==> src/rtl/trigctl_pkg.sv <==
package trigctl_pkg;
  localparam int DATA_W  = 8;
  localparam int LEVEL_W = 3;

  localparam int BIT_IRQ_EN = 7;
  localparam int BIT_LVL_LO = 4;
  localparam int BIT_DMA_EN = 2;
  localparam int BIT_TSEL1  = 1;
  localparam int BIT_TSEL0  = 0;
  localparam logic [DATA_W-1:0] REG_MASK = 8'hF7;

  typedef enum logic [1:0] {
    TRIG_SW    = 2'd0,
    TRIG_EXT   = 2'd2,
    TRIG_PACER = 2'd3
  } trig_mode_e;

  typedef struct packed {
    logic               irqEn;
    logic [LEVEL_W-1:0] level;
    logic               dmaEn;
    trig_mode_e         trigMode;
    logic               irqClr;
  } ctrl_strobes_t;
endpackage

==> src/rtl/trigctl_regs.sv <==
module trigctl_regs
  import trigctl_pkg::*;
#(
  parameter int ADDR_W     = 4,
  parameter int REG_OFFSET = 9
) (
  input  logic                clk,
  input  logic                rstN,
  input  logic [ADDR_W-1:0]   busAddr,
  input  logic                busWrEn,
  input  logic [DATA_W-1:0]   busWrData,
  output logic [DATA_W-1:0]   busRdData,
  input  logic                irqClear,
  output ctrl_strobes_t       ctrlOut
);
  localparam logic [ADDR_W-1:0] HIT_ADDR = ADDR_W'(REG_OFFSET);

  logic [DATA_W-1:0] ctrlQ;
  logic              hit;

  assign hit = (busAddr == HIT_ADDR);

  always_ff @(posedge clk) begin
    if (!rstN)                ctrlQ <= '0;
    else if (busWrEn && hit)  ctrlQ <= busWrData & REG_MASK;
  end

  always_comb begin
    ctrlOut.irqEn  = ctrlQ[BIT_IRQ_EN];
    ctrlOut.level  = ctrlQ[BIT_LVL_LO +: LEVEL_W];
    ctrlOut.dmaEn  = ctrlQ[BIT_DMA_EN];
    ctrlOut.irqClr = irqClear;
    if (!ctrlQ[BIT_TSEL1])     ctrlOut.trigMode = TRIG_SW;
    else if (ctrlQ[BIT_TSEL0]) ctrlOut.trigMode = TRIG_PACER;
    else                       ctrlOut.trigMode = TRIG_EXT;
    busRdData = hit ? ctrlQ : '0;
  end
endmodule

==> src/rtl/trigctl_datapath.sv <==
module trigctl_datapath
  import trigctl_pkg::*;
#(
  parameter int SYNC_STAGES = 2,
  parameter int MIN_LINE    = 2
) (
  input  logic                     clk,
  input  logic                     rstN,
  input  ctrl_strobes_t            ctrlIn,
  input  logic                     swStart,
  input  logic                     extTrig,
  input  logic                     pacerPulse,
  input  logic                     convDone,
  input  logic                     dmaAck,
  output logic                     convStart,
  output logic [(1<<LEVEL_W)-1:0]  irqReq,
  output logic                     dmaReq
);
  localparam int IRQ_LINES = 1 << LEVEL_W;

  logic [SYNC_STAGES-1:0] syncQ;
  logic                   prevQ;
  logic                   extRise;
  logic                   pendQ;
  logic                   dmaQ;

  // Synchronizer chain, one flop per stage.
  for (genvar s = 0; s < SYNC_STAGES; s++) begin : g_sync
    always_ff @(posedge clk) begin
      if (!rstN) syncQ[s] <= 1'b0;
      else       syncQ[s] <= (s == 0) ? extTrig : syncQ[(s == 0) ? 0 : s-1];
    end
  end

  always_ff @(posedge clk) begin
    if (!rstN) prevQ <= 1'b0;
    else       prevQ <= syncQ[SYNC_STAGES-1];
  end

  assign extRise = syncQ[SYNC_STAGES-1] & ~prevQ;

  always_comb begin
    unique case (ctrlIn.trigMode)
      TRIG_EXT:   convStart = swStart | extRise;
      TRIG_PACER: convStart = swStart | pacerPulse;
      default:    convStart = swStart;
    endcase
  end

  always_ff @(posedge clk) begin
    if (!rstN) begin
      pendQ <= 1'b0;
      dmaQ  <= 1'b0;
    end else begin
      if (ctrlIn.irqClr)                      pendQ <= 1'b0;
      else if (convDone && ctrlIn.irqEn)      pendQ <= 1'b1;
      if (dmaAck)                             dmaQ  <= 1'b0;
      else if (convDone && ctrlIn.dmaEn)      dmaQ  <= 1'b1;
    end
  end

  assign dmaReq = dmaQ & ctrlIn.dmaEn;

  for (genvar i = 0; i < IRQ_LINES; i++) begin : g_line
    if (i < MIN_LINE) begin : g_dead
      assign irqReq[i] = 1'b0;
    end else begin : g_live
      assign irqReq[i] = pendQ && ctrlIn.irqEn && (ctrlIn.level == LEVEL_W'(i));
    end
  end
endmodule

==> src/rtl/acq_trig_ctrl.sv <==
module acq_trig_ctrl
  import trigctl_pkg::*;
#(
  parameter int ADDR_W      = 4,
  parameter int REG_OFFSET  = 9,
  parameter int SYNC_STAGES = 2,
  parameter int MIN_LINE    = 2
) (
  input  logic               clk,
  input  logic               rstN,
  input  logic [ADDR_W-1:0]  busAddr,
  input  logic               busWrEn,
  input  logic [7:0]         busWrData,
  output logic [7:0]         busRdData,
  input  logic               swStart,
  input  logic               extTrig,
  input  logic               pacerPulse,
  input  logic               convDone,
  input  logic               irqClear,
  input  logic               dmaAck,
  output logic               convStart,
  output logic [7:0]         irqReq,
  output logic               dmaReq
);
  ctrl_strobes_t ctrlBus;

  trigctl_regs #(.ADDR_W(ADDR_W), .REG_OFFSET(REG_OFFSET)) u_regs (
    .clk(clk), .rstN(rstN), .busAddr(busAddr), .busWrEn(busWrEn),
    .busWrData(busWrData), .busRdData(busRdData), .irqClear(irqClear),
    .ctrlOut(ctrlBus)
  );

  trigctl_datapath #(.SYNC_STAGES(SYNC_STAGES), .MIN_LINE(MIN_LINE)) u_dp (
    .clk(clk), .rstN(rstN), .ctrlIn(ctrlBus), .swStart(swStart),
    .extTrig(extTrig), .pacerPulse(pacerPulse), .convDone(convDone),
    .dmaAck(dmaAck), .convStart(convStart), .irqReq(irqReq), .dmaReq(dmaReq)
  );
endmodule

==> config.mk <==
export PLATFORM = sky130hd
export DESIGN_NAME = acq_trig_ctrl
export DESIGN_NICKNAME = d
export VERILOG_FILES = /design/src/rtl/trigctl_pkg.sv /design/src/rtl/trigctl_regs.sv /design/src/rtl/trigctl_datapath.sv /design/src/rtl/acq_trig_ctrl.sv
export SDC_FILE = /design/constraint.sdc
export NUM_CORES = 1
export LEC_CHECK = 0
export CORE_MARGIN = 2
export CORE_UTILIZATION = 32
export CTS_CLUSTER_DIAMETER = 50
export DETAILED_ROUTE_END_ITERATION = 6
export GPL_ROUTABILITY_DRIVEN = 0
export PLACE_DENSITY = 0.73
export SLEW_MARGIN = 10
export SYNTH_ARGS = -nofsm -noshare
export SYNTH_HDL_FRONTEND = slang
export SYNTH_HIERARCHICAL = 1
export SYNTH_SLANG_ARGS = --single-unit
==> constraint.sdc <==
create_clock -name clk -period 1.1 [get_ports clk]
set_input_delay 0.33 -clock clk [delete_from_list [all_inputs] [get_ports clk]]
set_output_delay 0.33 -clock clk [all_outputs]
set_load 0.005 [all_outputs]
==> summary.txt <==
Worst setup path
  • Critical path required time: 0.77 ns
  • Worst path depth: 4
  • CP startpoint kind: flop
  • CP endpoint kind: output pin
  • Worst setup startpoint: u_regs/ctrlQ[1]
  • Reg2Reg Setup Slack: 0.32 ns
  • Crit-path cells: and2_4 -> and4bb_1 -> a311o_1 -> buf_2
  • Largest stage delay, worst path: 0.34 ns
  • FF-to-FF path depth: 3
  • Critical Path End: convStart
  • Crit path arrival time: 1.31 ns
  • Worst R2R Start: u_regs/ctrlQ[7]
  • Kind of critical path: reg -> out
  • Largest delay contributor family on the critical path: flip-flops
  • R2r endpoint: u_dp/pendQ
  • Slowest CP cell: dfxtp_2
  • Max Fanout on Critical Path: 3
  • Worst Path Buf+Inv: 1

Clocking
  • Clock Latency Late Sink: 0.28 ns
  • Root Buffer: clkbuf_4
  • Htree depth: 1
  • Worst-path clk slew: 0.07 ns
  • Total CTS buffers: 3
  • CTS max path bufs: 2
  • CTS tree: yes
  • Clock sinks: 12

Timing
  • Setup ws final: -0.541 ns
  • Hold Fails Final Rpt: 0
  • Final Skew: 0.00244 ns
  • Max Transition Viols Final: 0
  • Tmin final: 1.64 ns
  • RSZ-0062 raised after global routing: yes
  • Max Clk Rate: 0.609 GHz
  • Tcrit/Tclk final: 1.49
  • # setup viols final: 15
  • Hold Slack: 0.459 ns

Place
  • Placed Area: 1030 µm²
  • PortBufs: 34
  • Post-detail-place hpwl: 1.18 mm

Logic synthesis
  • Syn avg cell area: 8.53 µm²
  • Post-Synth XOR/XNOR Area: 0
  • Number of flops mapped to enable cells by yosys: 0
  • Post-synthesis sequential area ratio: 0.371
  • Library cells used by synthesis: 17
  • Dominant cell type by area after synthesis: dfxtp_1
  • Synth async-reset ratio: 0
  • Synth Register Bits: 12
  • Synth Area in Simple Gates: 0.357
  • Post-synth top area share: 0.371
  • Multiplexer area fraction after synthesis: 0.108
  • Cells after Synth: 76
  • Largest family of logic cells by synthesized area: simple AND/OR/NAND/NOR gates
  • Predominant post-synthesis flop cell: dfxtp_1
  • Ys Warns: 6
  • Post-synthesis cell area: 648 µm²
  • Synth top area cells: dfxtp_1, and2_1, buf_4, mux2i_1, nand2_1
  • Compound-cell area share of the yosys netlist: 0.0309
  • Adder-cell area share of the yosys netlist: 0

GRT
  • Largest net degree at the start of global routing: 20
  • Vias in the first global route: 631
  • First-pass GRT wire length: 2.80 mm
  • Remaining global-route overflow: 0
  • GRT Total Usage: 0.160
  • Initial antenna violation count: 0

Pwr
  • Worst VDD drop: 0.000502 V
  • Power Dens Cells: 734 nW/µm²
  • Pleak: 0.532 nW

Route
  • Post-Route WL: 1.67 mm
  • DR WL/cell: 11.5 µm
  • Detailed router's first-iteration violation count: 3
  • Pre-Repair DR Iteration Count: 4
  • # DRC: 0
  • Vias per inst: 4.41
  • Total number of vias: 639
  • DRT antenna net count: 0

Finish
  • # diodes: 0
  • Layout cells sized above 1: 0.508
  • Final non-filler cell area: 1150 µm²
  • Flip-flop and latch area: 260 µm²
  • Fill cell count: 186
  • Area grow syn2layout: 77.8%
  • Footprint of the multi-input gates: 405 µm²
  • Nets: 141

Status
  • Failing checks: setup timing
  • Status: complete, but fails checks

Worst hold path
  • Min-delay worst type: reg -> reg
  • Hold wc startpoint: u_dp/syncQ[0]

Floorplan
  • Die span in x: 49.0 µm
  • Die Y: 49.0 µm
  • CORE AREA: 1940 µm²
  • Initial Util: 0.334
  • Die footprint: 2400 µm²
  • Io pins: 39
  • FP Rows: 16

Run
  • Max-Cap Viols: 0
==> registers in the layout (all words and copies together), names as in the netlist <==
signal,cells
u_regs/ctrlQ,7
u_dp/dmaQ,1
u_dp/pendQ,1
u_dp/syncQ,2
u_dp/prevQ,1
==> layer usage <==
layer  part of all wire  GRT usage  vias to the layer above
met3              0.061     0.0429                        4
met2               0.55      0.290                       24
met1               0.35      0.150                      288
met5                  0          0                        -
li1                   -          -                      323
met4              0.030      0.129                        0
==> logic make-up after synthesis <==
logic type	Yosys count
other cells	2
mux	7
flops	12
compound gates	3
buf+inv	11
simple gates	41
==> Yosys cell counts (2+ instances only) <==
master,number
a21oi_1,2
and2_1,12
buf_4,10
conb_1,2
dfxtp_1,12
mux2i_1,7
nand2_1,16
nor2_1,2
nor3_1,3
nor3b_1,3
==> power by group <==
part	switching, mW	total [mW]	internal (mW)
registers	0.00536	0.439	0.433
logic	0.0414	0.133	0.0918
clock network	0.146	0.274	0.127
total	0.193	0.846	0.652
==> worst min path at each step <==
stage | cells after the start | slack [ns] | endpoint
after global placement | 1 | 0.42 | u_dp/syncQ[1]
after detailed placement | 1 | 0.44 | u_dp/syncQ[1]
final | 1 | 0.46 | u_dp/syncQ[1]
after global routing | 1 | 0.48 | u_dp/syncQ[1]
after floorplan | 1 | 0.41 | u_dp/dmaQ
after CTS | 1 | 0.47 | u_dp/syncQ[1]
==> timing repair <==
item / CTS / global route
pin swaps: 11 / 3
hold buffers: 0 / 0
resized for setup: 100 / 7
setup buffers: 5 / 1
setup endpoints to repair: 22 / 15
==> cell type report <==
class | instances | share of cell area
clock buffers | 3 | 0.0195
multi-input cells | 54 | 0.352
repair buffers | 49 | 0.374
flip-flops and latches | 12 | 0.226
well taps | 27 | 0.0293
==> cell usage in the layout (no fill, tap or decap), drive strengths merged, types with 2 or more instances in the layout <==
cell type and count:
clkbuf 3, clkdlybuf4s15 2, nor3b 3, and4bb 2
clkdlybuf4s50 15, buf 32, conb 3, mux2i 7
and2 12, dfxtp 12, a21oi 2, nand2 17
nor2 2, nor3 3
==> per-stage QoR <==
step           std cells  total power [mW]  setup slack (ns)  setup TNS (ns)   util
5_1_grt              145             0.880            -0.593           -4.91  0.593
6_report             145             0.846            -0.541           -4.32  0.593
3_3_place_gp         136             0.578            -0.993          -13.33  0.532
3_5_place_dp         136             0.580             -1.01          -13.78  0.532
2_1_floorplan         77             0.499            -0.109          -0.527      -
4_1_cts              144             0.858            -0.554           -4.43  0.577
(Power assumes the default switching activity.)
